$ cat config.mk
export PLATFORM = sky130hd
export DESIGN_NAME = wpc_blocklock_ctrl
export DESIGN_NICKNAME = d
export VERILOG_FILES = /design/src/rtl/wpc_pkg.sv /design/src/rtl/wpc_lock_decode.sv /design/src/rtl/wpc_guard.sv /design/src/rtl/wpc_cycle_timer.sv /design/src/rtl/wpc_blocklock_ctrl.sv
export SDC_FILE = /design/constraint.sdc
export NUM_CORES = 1
export LEC_CHECK = 0
export BUFFER_PORTS_ARGS = -buffer_cell sky130_fd_sc_hd__buf_2
export CAP_MARGIN = 20
export CORE_MARGIN = 2
export CORE_UTILIZATION = 53
export CTS_BUF_LIST = sky130_fd_sc_hd__clkbuf_8 sky130_fd_sc_hd__clkbuf_16
export DETAILED_ROUTE_END_ITERATION = 8
export PLACE_DENSITY = 0.79
export SLEW_MARGIN = 5
export SYNTH_ARGS = -nofsm -noshare
export SYNTH_HDL_FRONTEND = slang
export SYNTH_HIERARCHICAL = 1
export SYNTH_SLANG_ARGS = --single-unit
$ cat constraint.sdc
create_clock -name clk -period 1.89 [get_ports clk]
set_clock_uncertainty 0.05 [all_clocks]
set_input_delay 0.189 -clock clk [delete_from_list [all_inputs] [get_ports clk]]
set_output_delay 0.189 -clock clk [all_outputs]
set_load 0.01 [all_outputs]
$ cat src/rtl/wpc_pkg.sv
package wpc_pkg;

  // Nonvolatile protection bits held by the controller
  typedef struct packed {
    logic       pin_en;
    logic [1:0] lock;
  } wpc_nv_t;

  localparam int STS_PINEN_BIT = 7;
  localparam int STS_LOCK_LSB  = 2;
  localparam int STS_WEL_BIT   = 1;

  typedef enum logic [1:0] {
    LOCK_NONE    = 2'b00,
    LOCK_QUARTER = 2'b01,
    LOCK_HALF    = 2'b10,
    LOCK_ALL     = 2'b11
  } wpc_lock_e;

endpackage

$ cat src/rtl/wpc_lock_decode.sv
module wpc_lock_decode
  import wpc_pkg::*;
#(
  parameter int PAGE_IDX_W = 6
) (
  input  logic [1:0]            lock,
  input  logic [PAGE_IDX_W-1:0] page,
  output logic                  locked
);

  logic [1:0] quarter;
  assign quarter = page[PAGE_IDX_W-1 -: 2];

  always_comb begin
    unique case (wpc_lock_e'(lock))
      LOCK_NONE:    locked = 1'b0;
      LOCK_QUARTER: locked = (quarter == 2'b11);
      LOCK_HALF:    locked = quarter[1];
      default:      locked = 1'b1;
    endcase
  end

endmodule

$ cat src/rtl/wpc_guard.sv
module wpc_guard (
  input  logic clk,
  input  logic rst_n,
  input  logic lock_pin_n,
  input  logic pin_en,
  input  logic sel_active,
  output logic hw_prot,
  output logic sts_blocked
);

  logic taint_q, taint_d;

  assign hw_prot = pin_en & ~lock_pin_n;

  always_comb begin
    taint_d = sel_active ? (taint_q | hw_prot) : 1'b0;
  end

  always_ff @(posedge clk or negedge rst_n) begin
    if (!rst_n) taint_q <= 1'b0;
    else        taint_q <= taint_d;
  end

  assign sts_blocked = taint_q | hw_prot;

  AST_PIN_DROP_STICKS: assert property (@(posedge clk) disable iff (!rst_n)
    (sel_active && hw_prot) |=> sts_blocked);

endmodule

$ cat src/rtl/wpc_cycle_timer.sv
module wpc_cycle_timer #(
  parameter int CYCLE_TICKS = 250000
) (
  input  logic clk,
  input  logic rst_n,
  input  logic start,
  output logic busy,
  output logic done
);

  localparam int CNT_W = (CYCLE_TICKS > 2) ? $clog2(CYCLE_TICKS) : 1;
  localparam logic [CNT_W-1:0] LOAD_VAL = CNT_W'(CYCLE_TICKS - 1);

  logic             busy_q, busy_d, busy_en;
  logic [CNT_W-1:0] cnt_q, cnt_d;
  logic             cnt_en;

  assign done = busy_q && (cnt_q == '0);

  always_comb begin
    busy_d  = busy_q;
    busy_en = 1'b0;
    cnt_d   = cnt_q;
    cnt_en  = 1'b0;
    if (start && !busy_q) begin
      busy_d  = 1'b1;
      busy_en = 1'b1;
      cnt_d   = LOAD_VAL;
      cnt_en  = 1'b1;
    end else if (done) begin
      busy_d  = 1'b0;
      busy_en = 1'b1;
    end else if (busy_q) begin
      cnt_d  = cnt_q - 1'b1;
      cnt_en = 1'b1;
    end
  end

  always_ff @(posedge clk or negedge rst_n) begin
    if (!rst_n) begin
      busy_q <= 1'b0;
      cnt_q  <= '0;
    end else begin
      if (busy_en) busy_q <= busy_d;
      if (cnt_en)  cnt_q  <= cnt_d;
    end
  end

  assign busy = busy_q;

  AST_START_MAKES_BUSY: assert property (@(posedge clk) disable iff (!rst_n)
    (start && !busy_q) |=> busy_q);
  AST_DONE_ENDS_BUSY: assert property (@(posedge clk) disable iff (!rst_n)
    done |=> !busy_q);

endmodule

$ cat src/rtl/wpc_blocklock_ctrl.sv
module wpc_blocklock_ctrl
  import wpc_pkg::*;
#(
  parameter int ADDR_W       = 11,
  parameter int PAGE_BYTES_W = 5,
  parameter int CYCLE_TICKS  = 250000
) (
  input  logic                             clk,
  input  logic                             rst_n,
  input  logic                             lock_pin_n,
  input  logic                             sel_active,
  input  logic                             arr_commit,
  input  logic [ADDR_W-PAGE_BYTES_W-1:0]   arr_page,
  input  logic                             sts_commit,
  input  logic [7:0]                       sts_data,
  input  logic                             wel_set,
  input  logic                             wel_clr,
  output logic [7:0]                       status_byte,
  output logic                             write_busy,
  output logic                             arr_go,
  output logic                             sts_go,
  output logic                             cycle_done
);

  localparam int PAGE_IDX_W = ADDR_W - PAGE_BYTES_W;

  // Reset: asserted asynchronously, released after two clock edges
  logic rst_meta_q, rst_sync_q;
  always_ff @(posedge clk or negedge rst_n) begin
    if (!rst_n) begin
      rst_meta_q <= 1'b0;
      rst_sync_q <= 1'b0;
    end else begin
      rst_meta_q <= 1'b1;
      rst_sync_q <= rst_meta_q;
    end
  end

  wpc_nv_t nv_q, nv_d;
  logic    nv_en;
  logic    wel_q, wel_d, wel_en;
  logic    arr_locked, hw_prot, sts_blocked;
  logic    busy, done, start, idle, any_commit;
  logic    sts_data_unused;

  assign sts_data_unused = ^{sts_data[6:4], sts_data[1:0]};

  wpc_lock_decode #(.PAGE_IDX_W(PAGE_IDX_W)) u_lock (
    .lock   (nv_q.lock),
    .page   (arr_page),
    .locked (arr_locked)
  );

  wpc_guard u_guard (
    .clk         (clk),
    .rst_n       (rst_sync_q),
    .lock_pin_n  (lock_pin_n),
    .pin_en      (nv_q.pin_en),
    .sel_active  (sel_active),
    .hw_prot     (hw_prot),
    .sts_blocked (sts_blocked)
  );

  wpc_cycle_timer #(.CYCLE_TICKS(CYCLE_TICKS)) u_timer (
    .clk   (clk),
    .rst_n (rst_sync_q),
    .start (start),
    .busy  (busy),
    .done  (done)
  );

  assign idle       = ~busy;
  assign any_commit = arr_commit | sts_commit;
  assign arr_go     = idle & arr_commit & wel_q & ~arr_locked;
  assign sts_go     = idle & ~arr_commit & sts_commit & wel_q & ~sts_blocked;
  assign start      = arr_go | sts_go;

  always_comb begin
    nv_d  = nv_q;
    nv_en = 1'b0;
    if (sts_go) begin
      nv_d.pin_en = sts_data[STS_PINEN_BIT];
      nv_d.lock   = sts_data[STS_LOCK_LSB +: 2];
      nv_en       = 1'b1;
    end
  end

  always_comb begin
    wel_d  = wel_q;
    wel_en = 1'b0;
    if (done) begin
      wel_d  = 1'b0;
      wel_en = 1'b1;
    end else if (idle && !any_commit && (wel_clr || wel_set)) begin
      wel_d  = ~wel_clr;
      wel_en = 1'b1;
    end
  end

  always_ff @(posedge clk or negedge rst_sync_q) begin
    if (!rst_sync_q) begin
      nv_q  <= '0;
      wel_q <= 1'b0;
    end else begin
      if (nv_en)  nv_q  <= nv_d;
      if (wel_en) wel_q <= wel_d;
    end
  end

  always_comb begin
    if (busy) begin
      status_byte = 8'hFF;
    end else begin
      status_byte = '0;
      status_byte[STS_PINEN_BIT]        = nv_q.pin_en;
      status_byte[STS_LOCK_LSB +: 2]    = nv_q.lock;
      status_byte[STS_WEL_BIT]          = wel_q;
    end
  end

  assign write_busy = busy;
  assign cycle_done = done;

  AST_GO_NEEDS_LATCH: assert property (@(posedge clk) disable iff (!rst_sync_q)
    (arr_go || sts_go) |-> wel_q);
  AST_NO_LOCKED_PAGE: assert property (@(posedge clk) disable iff (!rst_sync_q)
    arr_go |-> !arr_locked);
  AST_HW_BLOCKS_STATUS: assert property (@(posedge clk) disable iff (!rst_sync_q)
    sts_go |-> !hw_prot);
  AST_LATCH_SELF_CLEARS: assert property (@(posedge clk) disable iff (!rst_sync_q)
    cycle_done |=> !wel_q);
  AST_NV_ONLY_BY_STATUS: assert property (@(posedge clk) disable iff (!rst_sync_q)
    !sts_go |=> $stable(nv_q));
  AST_NO_GO_WHILE_BUSY: assert property (@(posedge clk) disable iff (!rst_sync_q)
    write_busy |-> !(arr_go || sts_go));

endmodule

==> results summary, run 1 <==
The first global-routing pass estimated 6330 microns of wire. The x dimension of the die came out at 56.6 microns. The combinational share of power came out at 3.1%.

The critical path data arrival time is 1.73 ns. In the synthesized netlist the dominant register cell turns out to be sky130_fd_sc_hd__dfrtp_1. The total wire length after detailed routing is 4410 microns.

Grouping stages by cell kind, the critical path spends the most delay in simple AND/OR/NAND/NOR gates. The via count is 1530. The post-synthesis sequential element count came out at 26. Power spread over the standard cell area amounts to 431 mW/mm^2. The worst reg2reg path startpoint is u_timer/cnt_q[8]. In this run the register-to-register setup slack is -0.05 ns. The number of flops mapped to enable cells by yosys is 0. The number of antenna violations at the first check in global routing came to 0. Cells fill 82.4% of the core in the end. The highest net fanout along the worst path came out at 6. The final routed wire length divided by cell count came out at 17.8 microns. The critical path starts at u_timer/cnt_q[13].

The leakage power summed over all cells came out at 0.000903 uW. The clock sink count is 26. The library cells used most frequently in the layout, excluding fill and tap cells, are sky130_fd_sc_hd__buf_4 (42), sky130_fd_sc_hd__dfrtp_1 (26), sky130_fd_sc_hd__buf_2 (22). The type of destination of the critical path is a primary output. The distinct cell type count of the synthesized netlist is 45.

The number of fillers in the final layout came out at 145. The number of cells on the worst reg-to-reg path is 4. The count of nets left with antenna violations once routing finished came out at 0.

The worst-path cell with the longest stage delay is sky130_fd_sc_hd__dfrtp_1. Together, buffers and inverters on the worst path number 2. The initial core utilization is 54.6%. The run finished, with violations left.

The async set or reset register ratio after synthesis is 100%. After synthesis, the mean cell area works out to 9.98 sq um. The checks that failed: negative setup slack. The leading cell type in the layout, fill and taps excluded is sky130_fd_sc_hd__buf_4.

Sequential cells burn 58.7% of the power. The count of cells along the worst hold path is 2. Clock-pin slew was measured on the worst setup and hold paths at 0.09 ns.

The area of placed instances came out at 0.00185 sq mm. The net count of the finished layout came out at 241. The hold violation count in the final report is 0. Compared with the post-synthesis result, the final layout area differs by 50.8%. The core footprint came out at 0.00269 sq mm. The worst-case hold path end point is wel_q.

The number of H-tree levels came out at 1. The die is 56.6 microns tall. The cell-internal power came out at 758 uW. In the post-route analysis, the smallest setup slack over all paths is -0.0790 ns. The leftover overflow at the end of global routing came out at 0. TritonCTS built the clock tree. The number of clock buffers inserted by TritonCTS is 3. Entering global routing, the biggest net connects 25 pins.

In this run the clock root is driven by a sky130_fd_sc_hd__clkbuf_8. The max-capacitance violation count is 0. The later pin in the worst-skew pair is clocked with a latency of 0.27 ns. Setup violations remaining at the end of the flow were counted as 7. The class of the most critical hold timing path is input pin to register. The net count after synthesis came out at 170. Setup repair after global routing could not meet its margin everywhere. After legalization and detailed placement, the total HPWL measured 2520 microns. The number of warning messages in the yosys log is 6. The remaining design rule violation count came out at 0. Traced cell by cell, the critical path runs through buf_4 -> nor4_4 -> and4_4 -> and3_4 -> buf_6.

The first-pass iteration count of the detailed router came out at 4. In this design, the stage delay of the slowest critical-path cell is 0.39 ns. Once layout is done, the placed cells without fillers occupy 0.00221 sq mm.

After synthesis the cells add up to 0.00147 sq mm. The number of standard-cell rows in the floorplan is 19. In this run, the clock network consumes 38.2% of the power. The overall track demand over capacity in global routing is 25.4%. The average vias per placed instance came out at 6.17.

The final critical delay including setup and external delays is 1.97 ns. The sequential fraction of the synthesis area came out at 44.3%. The count of pins on the block boundary is 34. The endpoint identified for the worst register-to-register timing path is u_timer/cnt_q[15]. The fraction of layout cells with a size suffix above 1 is 50.7%.

The last weighted congestion value of the routability-driven placer came out at 0.934. The via count of the first global-routing pass came to 1390. The number of port buffers is 24. The type of origin of the critical path is a register. Net switching is 20.6% of the power.

The total count of max-transition violations in the final report is 0. The critical path start-end classification is register to primary output. Of the available clock period, the critical path in the final layout requires 104%. The worst voltage drop across the vdd grid is 0.463 mV. For this block, the initial DRC count from the detailed router was 102. The worst hold path startpoint is wel_clr.

The repair_antennas step left the layout with diodes totalling 0. The required arrival time at the worst endpoint came out at 1.65 ns. The number of buffers between clock root and the deepest sink came out at 2. The maximum clock frequency came out at 508 MHz.

The cell count after synthesis is 147. The total net switching power came out at 197 uW. The total die area is 0.00321 sq mm.
-- how the worst max path moves through the flow --
stage	endpoint	slack, ns	depth (start not counted)
2_1_floorplan	u_timer/cnt_q[16]	-0.02	4
3_3_place_gp	u_timer/cnt_q[14]	-0.04	6
3_5_place_dp	u_timer/cnt_q[14]	-0.08	6
4_1_cts	cycle_done	-0.08	6
5_1_grt	cycle_done	-0.15	5
6_report	cycle_done	-0.08	5
-- what timing repair did --
item | 4_1_cts | 5_1_grt
pin swaps | 8 | 13
buffers inserted | 7 | 9
hold buffers | 1 | 0
setup endpoints to repair | 12 | 17
resized for setup | 14 | 29
endpoints found under the hold margin | 2 | 0
-- registers in the layout, indices dropped and copies added, names as in the netlist --
name and count:
u_guard/taint_q 1, rst_sync_q 1, wel_q 1, u_timer/busy 1, rst_meta_q 1, nv_q 3
u_timer/cnt_q 18
-- layer usage --
| metal | vias to the layer above | GRT usage, % | wire (microns) |
|---|---|---|---|
| met5 | - | 0 | 0 |
| met4 | 0 | 12.2 | 114 |
| met3 | 15 | 3.46 | 238 |
| met2 | 78 | 41.7 | 2160 |
| met1 | 740 | 32.8 | 1890 |
| li1 | 697 | - | - |
-- cells in the mapped netlist (all sizes together), types with 3 or more instances --
cell	count	share of area [%]
a21oi	3	1.0
nand3	9	3.1
mux2	3	3.1
o31ai	4	2.0
o41ai	3	1.8
nand4	3	1.3
o21ai	6	2.0
nor2	13	3.3
o211ai	5	2.6
nand2	5	1.3
clkbuf	3	0.77
mux2i	7	4.8
nor4	7	3.0
or2	7	3.0
or4	6	3.4
dfrtp	26	44
or3	4	2.1
nor3	5	1.7
buf	5	2.8
-- layout make-up --
cell class                      count  area, sq um  area share [%]
Inverter                            2         7.51           0.339
Timing Repair Buffer               74          549            24.8
Sequential cell                    26          651            29.4
Tap cell                           31         38.8            1.75
Clock buffer                        4         55.1            2.49
Multi-Input combinational cell    111          912            41.2
-- stage by stage --
| stage | total power, uW | instances | setup slack (ns) | TNS (ns) | hold slack [ns] |
|---|---|---|---|---|---|
| after global routing | 989 | 248 | -0.146 | -1.29 | 0.0462 |
| after floorplan | 580 | 147 | -0.0202 | -0.0402 | -0.157 |
| after CTS | 960 | 240 | -0.0776 | -0.249 | 0.0354 |
| after global placement | 598 | 228 | -0.0414 | -0.0674 | -0.0770 |
| final | 954 | 248 | -0.0790 | -0.237 | 0.0339 |
| after detailed placement | 600 | 228 | -0.0772 | -0.196 | -0.0727 |
-- power by group through the flow --
stage	registers, uW	logic [uW]	clock network, uW
final	560	29.6	364
after global routing	561	33.8	394
after CTS	560	30.2	370
after detailed placement	571	28.5	0
after global placement	571	26.8	0
after floorplan	578	1.78	0
-- kinds of logic after synthesis --
kind of cell | after synthesis | synth area share [%]
buf+inv | 10 | 4.09
mux | 10 | 7.84
compound gates | 28 | 13.6
other cells | 1 | 0.256
fa+ha+maj | 1 | 0.852
flops | 26 | 44.3
simple gates | 71 | 29.1
Note: power is estimated with default switching activity, not from simulation.
==> run 2, diff against run 1 <==
--- a/config.mk
+++ b/config.mk
@@ -8,12 +8,11 @@
 export BUFFER_PORTS_ARGS = -buffer_cell sky130_fd_sc_hd__buf_2
 export CAP_MARGIN = 20
 export CORE_MARGIN = 2
-export CORE_UTILIZATION = 53
+export CORE_UTILIZATION = 52
 export CTS_BUF_LIST = sky130_fd_sc_hd__clkbuf_8 sky130_fd_sc_hd__clkbuf_16
 export DETAILED_ROUTE_END_ITERATION = 8
-export PLACE_DENSITY = 0.79
+export PLACE_DENSITY = 0.78
 export SLEW_MARGIN = 5
 export SYNTH_ARGS = -nofsm -noshare
 export SYNTH_HDL_FRONTEND = slang
-export SYNTH_HIERARCHICAL = 1
 export SYNTH_SLANG_ARGS = --single-unit
==> run 2 against run 1 <==
  * The run still ends with negative setup slack left
  * Final cell count unchanged
  * Non-clock buffer count shrank 4
  * Worst setup slack lost 0.33 ns
  * Via count is 7.9% higher
  * Combinational power up 4%
  * Sequential share of layout area grew 0.44 points
  * Design area is 1.3% lower
  * Critical path depth is the same
  * Largest cell class unchanged
==> results summary, run 2 <==
The antenna diode count came out at 0. The leftover overflow at the end of global routing is 0. The vertical die dimension came out at 56.5 microns. After Yosys synthesis, XOR and XNOR cells account for 0% of the synthesized area. The number of cells in the design after placement is 233. The largest family of logic cells by synthesized area is simple AND/OR/NAND/NOR gates.

The most frequent cell after synthesis is sky130_fd_sc_hd__dfrtp_1. The count of pins on the block boundary came out at 34. The power per standard cell area is 484 mW/mm^2. The post-synthesis sequential element count is 26. Of the synthesized area, sequential elements account for 45.4%.

The distinct cell type count of the synthesized netlist came out at 37. The checks that failed: negative setup slack. The initial core utilization is 53.4%. The remaining design rule violation count came out at 0. STA classifies the critical path startpoint as a register. By startpoint and endpoint, the worst setup path is classified as register to register. The global-route wire length before repair came out at 7620 microns.

Hold is met by 0.0479 ns. The worst hold path startpoint is sts_data[7]. The share of synthesized cell area in and, or, nand and nor gates is 32.2%. The layout overhead on the synthesized area came out at 52.4%. In the routed layout, each cell is associated on average with a via count of 6.66. The number of buffers between clock root and the deepest sink is 2. With fillers left out, the area of the finished cells amounts to 0.00218 sq mm.

The HPWL after detailed placement is 2640 microns. Averaged over all synthesized cells, the footprint is 9.37 sq um. The largest area contributor in the synthesized netlist is sky130_fd_sc_hd__dfrtp_1. The total wire length after detailed routing is 5190 microns. The cell sitting at the root of the clock tree is a sky130_fd_sc_hd__clkbuf_8. The register with the most flip-flops in the final layout is u_timer.cnt_q. The path with the worst hold slack has its endpoint at nv_q[2].

Setup violations remaining at the end of the flow were counted as 12. The largest registers in the layout are u_timer.cnt_q: 18 flops, nv_q: 3 flops. The worst hold path was traced through 3 stages. From left edge to right edge, the die measures 56.5 microns. The post-layout instance count excluding filler cells came out at 248. The clock-pin slew on the worst setup and hold paths is 0.10 ns. The final routed wire length divided by cell count came out at 20.9 microns. The flip-flop count of the largest register after layout came out at 18. Clock latency on the worst-skew pair, taken at its later pin, is 0.27 ns. The mux contribution to synthesized area is 6.98%. The net count of the finished layout is 241.

The share of the synthesized area in compound gates (AO/OA/AOI/OAI) came out at 9.25%. The library cell used most frequently in the layout, excluding fill and tap cells, is sky130_fd_sc_hd__buf_4. The number of standard-cell rows in the floorplan is 19. The area share of fa/ha/maj cells after synthesis came out at 0.873%. TritonCTS built the clock tree. The core region is 0.00269 sq mm. Ranked by total cell area, the synthesized netlist is headed by sky130_fd_sc_hd__dfrtp_1 (45%), sky130_fd_sc_hd__mux2i_1 (7.0%), sky130_fd_sc_hd__nand3_1 (4.5%). The worst reg2reg path startpoint is u_timer.cnt_q[7]. The number of fillers in the final layout is 123. Derived from the worst setup path, the maximum achievable clock frequency is 435 MHz.

The pre-antenna-repair detailed-routing pass consisted of 5 iterations. The final critical delay including setup and external delays came out at 2.30 ns. The main flop type after synthesis is sky130_fd_sc_hd__dfrtp_1. The first element of the critical path is u_timer.cnt_q[7].

In this run, the number of DRC markers left after iteration 0 of detailed routing was 114. Yosys mapped a number of flops with a built-in enable equal to 0. The largest net degree at the start of global routing is 25. The fraction of layout cells with a size suffix above 1 is 49.8%.

The worst voltage drop across the vdd grid is 0.561 mV. At the worst endpoint, the required time is 2.02 ns. At the end of routability-driven placement, the weighted congestion stood at 0.932. The async set or reset register ratio after synthesis came out at 100%. The share of Yosys cell area claimed by the top area cell type came out at 45.4%. The synthesized area came out at 0.00143 sq mm. After technology mapping, the gate count stands at 153. The via count of the first global-routing pass came out at 1502. Setup repair after global routing could not meet its margin everywhere. Once routing completed, OpenROAD measured the worst setup slack at -0.408 ns.

The via count is 1651. The min-delay analysis places its worst path in the category input pin to register. The worst register-to-register path ends at u_timer.cnt_q[10]. The number of antenna violations at the first check in global routing came out at 0. The total die area came out at 0.00319 sq mm. The top cell types in the final layout, fill and taps aside, are sky130_fd_sc_hd__buf_4 (39), sky130_fd_sc_hd__dfrtp_1 (25), sky130_fd_sc_hd__buf_2 (22). The critical path data arrival time came out at 2.43 ns.

The type of destination of the critical path is a register. The number of H-tree levels came out at 1. In this run the tool buffered the top-level ports with 24 buffer cells. The hold violation count in the final report is 0. In this run the cell area measured after placement is 0.00185 sq mm. The overall track demand over capacity in global routing is 30.9%.

The tree built by TritonCTS fans out to 26 sinks. The final design utilization came out at 81.3%. The total count of max-transition violations in the final report is 0. After synthesis, the most frequently instantiated cells are sky130_fd_sc_hd__dfrtp_1 (26), sky130_fd_sc_hd__nand2_1 (13), sky130_fd_sc_hd__nand3_1 (13).

The net count after synthesis is 176. The highest net fanout along the worst path came out at 8. The leakage power summed over all cells came out at 0.000890 uW. The post-route antenna net violation count is 0. The path depth of the worst reg2reg path is 5. The flow ran to the end, but the final reports show violations. The max-capacitance violation count came out at 0. Yosys printed 0 warnings. The worst path uses 122% of the clock period. The number of clock buffers inserted by TritonCTS came out at 3. The register-to-register setup slack is -0.41 ns.
==> run 2: changes by cell type after synthesis, moves of 4 or more <==
| cell | change |
|---|---|
| sky130_fd_sc_hd__nand2_1 | +8 |
| sky130_fd_sc_hd__nor2_1 | -8 |
| sky130_fd_sc_hd__or2_1 | -6 |
| sky130_fd_sc_hd__nor3_1 | +5 |
| sky130_fd_sc_hd__nand3_1 | +4 |
| sky130_fd_sc_hd__o211ai_1 | -4 |
| sky130_fd_sc_hd__or4_1 | +4 |
==> run 2: report_power, final <==
group / total, uW / internal (uW) / switching, uW
clock: 467 / 283 / 183
sequential: 560 / 559 / 1.50
combinational: 30.7 / 14.0 / 16.7
==> run 2: cell families (layout without fill, tap and decap cells) <==
kind of cell	count (synthesis)	count (layout)
and+or+nand+nor	80	80
DFF	26	26
AOI/OAI and AO/OA	20	20
buffers and inverters	15	79
muxes	10	10
adders and majority gates	1	1
other	1	1
==> run 2: stage by stage <==
step,worst slack [ns],setup TNS (ns),total power [uW]
CTS,-0.310,-2.46,1060
floorplan,-0.207,-1.14,581
global placement,-0.222,-1.79,598
global route,-0.430,-3.44,1090
detailed placement,-0.257,-2.18,600
finish,-0.408,-2.97,1060
==> run 2: how the worst max path moves through the flow <==
| stage | endpoint | slack (ns) | depth (start not counted) |
|---|---|---|---|
| final | u_timer.cnt_q[10] | -0.41 | 5 |
| after global routing | u_timer.cnt_q[10] | -0.43 | 5 |
| after CTS | cycle_done | -0.31 | 4 |
| after detailed placement | u_timer.cnt_q[14] | -0.26 | 4 |
| after global placement | u_timer.cnt_q[12] | -0.22 | 4 |
| after floorplan | u_timer.cnt_q[12] | -0.21 | 5 |
==> run 2: worst max-delay path, cell delays in order (launching register included) <==
cell                      delay [ns]
sky130_fd_sc_hd__dfrtp_1        0.40
sky130_fd_sc_hd__or4_4          0.54
sky130_fd_sc_hd__or4_4          0.45
sky130_fd_sc_hd__buf_4          0.19
sky130_fd_sc_hd__nor4_4         0.28
sky130_fd_sc_hd__mux2i_1        0.30
==> run 2: layout make-up <==
type | count | area, sq um | share of cell area [%]
inverters | 5 | 18.8 | 0.859
clock inverters | 1 | 30.0 | 1.37
well taps | 31 | 38.8 | 1.78
multi-input cells | 112 | 901 | 41.2
repair buffers | 70 | 503 | 23.0
clock buffers | 3 | 41.3 | 1.89
flip-flops and latches | 26 | 652 | 29.8
==> run 2: layer usage <==
layer / track usage [%] / share of wire [%]
met3: 4.61 / 10
met5: 0 / 0
met1: 41.3 / 37
met2: 51.2 / 47
met4: 10.2 / 5.9
==> run 2: repair_timing <==
item / CTS / global route
setup buffers: 3 / 7
resized for setup: 13 / 23
hold endpoints to repair: 2 / 0
pin swaps: 4 / 11
endpoints found under the setup margin: 17 / 21
hold buffers: 1 / 0
==> run 3, diff against run 2 <==
--- a/config.mk
+++ b/config.mk
@@ -7,11 +7,13 @@
 export LEC_CHECK = 0
 export BUFFER_PORTS_ARGS = -buffer_cell sky130_fd_sc_hd__buf_2
 export CAP_MARGIN = 20
+export CELL_PAD_IN_SITES_DETAIL_PLACEMENT = 1
+export CELL_PAD_IN_SITES_GLOBAL_PLACEMENT = 1
 export CORE_MARGIN = 2
-export CORE_UTILIZATION = 52
+export CORE_UTILIZATION = 39
 export CTS_BUF_LIST = sky130_fd_sc_hd__clkbuf_8 sky130_fd_sc_hd__clkbuf_16
 export DETAILED_ROUTE_END_ITERATION = 8
-export PLACE_DENSITY = 0.78
+export PLACE_DENSITY_LB_ADDON = 0.1
 export SLEW_MARGIN = 5
 export SYNTH_ARGS = -nofsm -noshare
 export SYNTH_HDL_FRONTEND = slang
==> run 3 against run 2 <==
  * The run still ends with negative setup slack left
  * Via count is 11% lower
  * Non-clock buffer count is 1 lower
  * Design area is 0.29% lower
  * Power is 8.9% lower
  * Critical path depth is 1 lower
  * Clock-buffer cell count is 1 higher
  * Worst setup slack worse by 0.026 ns
  * Sequential power hardly changed
  * Register-to-register slack hardly changed
  * Fmax is 1.1% lower
  * Wire length is 8.7% lower
  * Hold slack worse by 0.028 ns
==> results summary, run 3 (synthesis gave the netlist of run 2 again) <==
The run finished, with violations left. The final reports fail on negative setup slack. Before antenna repair, the detailed router went through 4 iterations.

Static timing analysis puts the maximum clock frequency at 430 MHz. The multi-input combinational cells in the finished layout cover a total of 896 sq um. The final design instance area without fill came out at 0.00218 sq mm. The post-route clock period utilization came out at 123%. The power per standard cell area is 442 mW/mm^2. The average vias per placed instance is 5.59. The register with the most flip-flops in the layout has 18 of them.

Detailed placement finished with a half-perimeter wire length of 3100 microns. The tree built by TritonCTS fans out to 26 sinks. The core footprint is 0.00361 sq mm. The final critical delay including setup and external delays came out at 2.32 ns. The worst voltage drop across the vdd grid is 0.271 mV. Compared with the post-synthesis result, the final layout area differs by 51.9%. The critical path data arrival time is 2.09 ns.

The type of destination of the critical path is a primary output. The number of port buffers came out at 24. The sequential standard cell area came out at 652 sq um. The type of origin of the critical path is a register. The total wire length after detailed routing came out at 4740 microns.

The max-capacitance violation count is 0. The worst hold slack came out at 0.0201 ns. At the end of the flow, the number of nets in the layout was 240. The post-route antenna net violation count came out at 0.

The antenna diode count is 0. The clock-pin slew on the worst setup and hold paths came out at 0.09 ns. The post-route netlist has 49.5% of its cells at a drive strength greater than 1. The worst hold path startpoint is wel_clr. The root buffer cell chosen for the clock tree is sky130_fd_sc_hd__clkbuf_8. Measured along the x axis, the die boundary spans 64.6 microns. The library cells used most frequently in the layout, excluding fill and tap cells, are sky130_fd_sc_hd__buf_4 (36), sky130_fd_sc_hd__dfrtp_1 (25), sky130_fd_sc_hd__buf_2 (23). The remaining design rule violation count came out at 0. The via count came out at 1476. The number of antenna violations at the first check in global routing came out at 0. The CTS tree is built. The via count of the first global-routing pass is 1583. The number of DRC violations after detailed-routing iteration 0 came out at 50. The largest net degree at the start of global routing came out at 25. The leakage power summed over all cells is 0.000889 uW. The worst register-to-register path begins at u_timer.cnt_q[7]. The required arrival time at the worst endpoint is 1.65 ns. The path class of the tightest hold or removal check is input pin to register. The number of fillers in the final layout is 413.

The last weighted congestion value of the routability-driven placer came out at 0.913. After global routing the overflow that remains totals 0. The worst setup slack after layout came out at -0.434 ns. The worst setup path is of the register to primary output kind.

The overall track demand over capacity in global routing is 24.9%. The initial core utilization came out at 39.8%. After detailed routing, the average wire length per cell comes to 18.0 microns. The number of failing setup endpoints in the final timing report came out at 12. The leading cell type in the layout, fill and taps excluded is sky130_fd_sc_hd__buf_4. In this run, CTS created clock tree buffers numbering 3.

The register with the most flip-flops is u_timer.cnt_q. Measured along the y axis, the die boundary spans 64.6 microns. Setup repair after global routing could not meet its margin everywhere.

The largest registers in the layout are u_timer.cnt_q: 18 flops, nv_q: 3 flops. The number of H-tree levels came out at 1. The number of buffers between clock root and the deepest sink is 2. The total count of max-transition violations in the final report is 0. The hold violation count in the final report came out at 0. The final design utilization is 60.4%. Row generation in the floorplan step produced 22 rows.

The design draws 963 uW. The count of pins on the block boundary came out at 34. Of all nets on the critical path, the largest fanout is 3. The global-route wire length before repair is 7920 microns. The clock insertion delay at the later pin of the skew report is 0.27 ns. The first element of the critical path is u_timer.cnt_q[7]. The total die area came out at 0.00418 sq mm. The area of placed instances is 0.00187 sq mm.
==> run 3: cell count changes in the layout (fill, tap and decap cells not counted), sizes merged <==
cell	change
buf	-1
bufinv	-1
clkbuf	+1
==> run 3: worst max-delay path: stages, from the launching register on <==
cell	delay (ns)
sky130_fd_sc_hd__dfrtp_1	0.41
sky130_fd_sc_hd__or4_4	0.55
sky130_fd_sc_hd__or4_4	0.45
sky130_fd_sc_hd__and2b_2	0.26
sky130_fd_sc_hd__buf_2	0.13
==> run 3: power by group <==
part	switching, uW	internal, uW
logic	17.0	14.9
clock network	185	187
registers	1.50	559
total	203	760
==> run 3: routing by layer <==
layer | vias to the layer above | routed length (microns) | GRT usage, %
met4 | 0 | 87 | 10.1
met2 | 34 | 2430 | 43.6
met1 | 743 | 2060 | 30.4
met3 | 10 | 161 | 3.99
met5 | - | 0 | 0
li1 | 689 | - | -
==> run 3: final timing paths <==
path                                     end  slack, ns  cells past startpoint
min reg2reg                 u_timer.cnt_q[9]       0.18                      1
min                                    wel_q       0.02                      2
max in group asynchronous       u_timer.busy       1.34                      1
max                               cycle_done      -0.43                      4
min in group asynchronous         rst_sync_q       0.17                      2
max reg2reg                u_timer.cnt_q[12]      -0.40                      5
==> run 3: final cells by class <==
class | count | area share, %
Clock buffer | 4 | 2.53
Multi-Input combinational cell | 112 | 41.1
Tap cell | 48 | 2.76
Sequential cell | 26 | 29.9
Timing Repair Buffer | 69 | 22.8
Inverter | 5 | 0.862
==> run 3: timing repair <==
item,4_1_cts,5_1_grt
setup endpoints to repair,20,21
hold buffers,1,0
gates resized for setup,18,21
hold endpoints to repair,2,0
pin swaps,4,8
setup buffers,5,7
==> run 3: through the flow <==
stage | TNS, ns | instances | worst slack (ns)
after detailed placement | -3.28 | 250 | -0.371
final | -3.62 | 264 | -0.434
after global routing | -4.46 | 264 | -0.476
after floorplan | -1.14 | 153 | -0.207
after CTS | -3.18 | 260 | -0.414
after global placement | -2.16 | 250 | -0.251
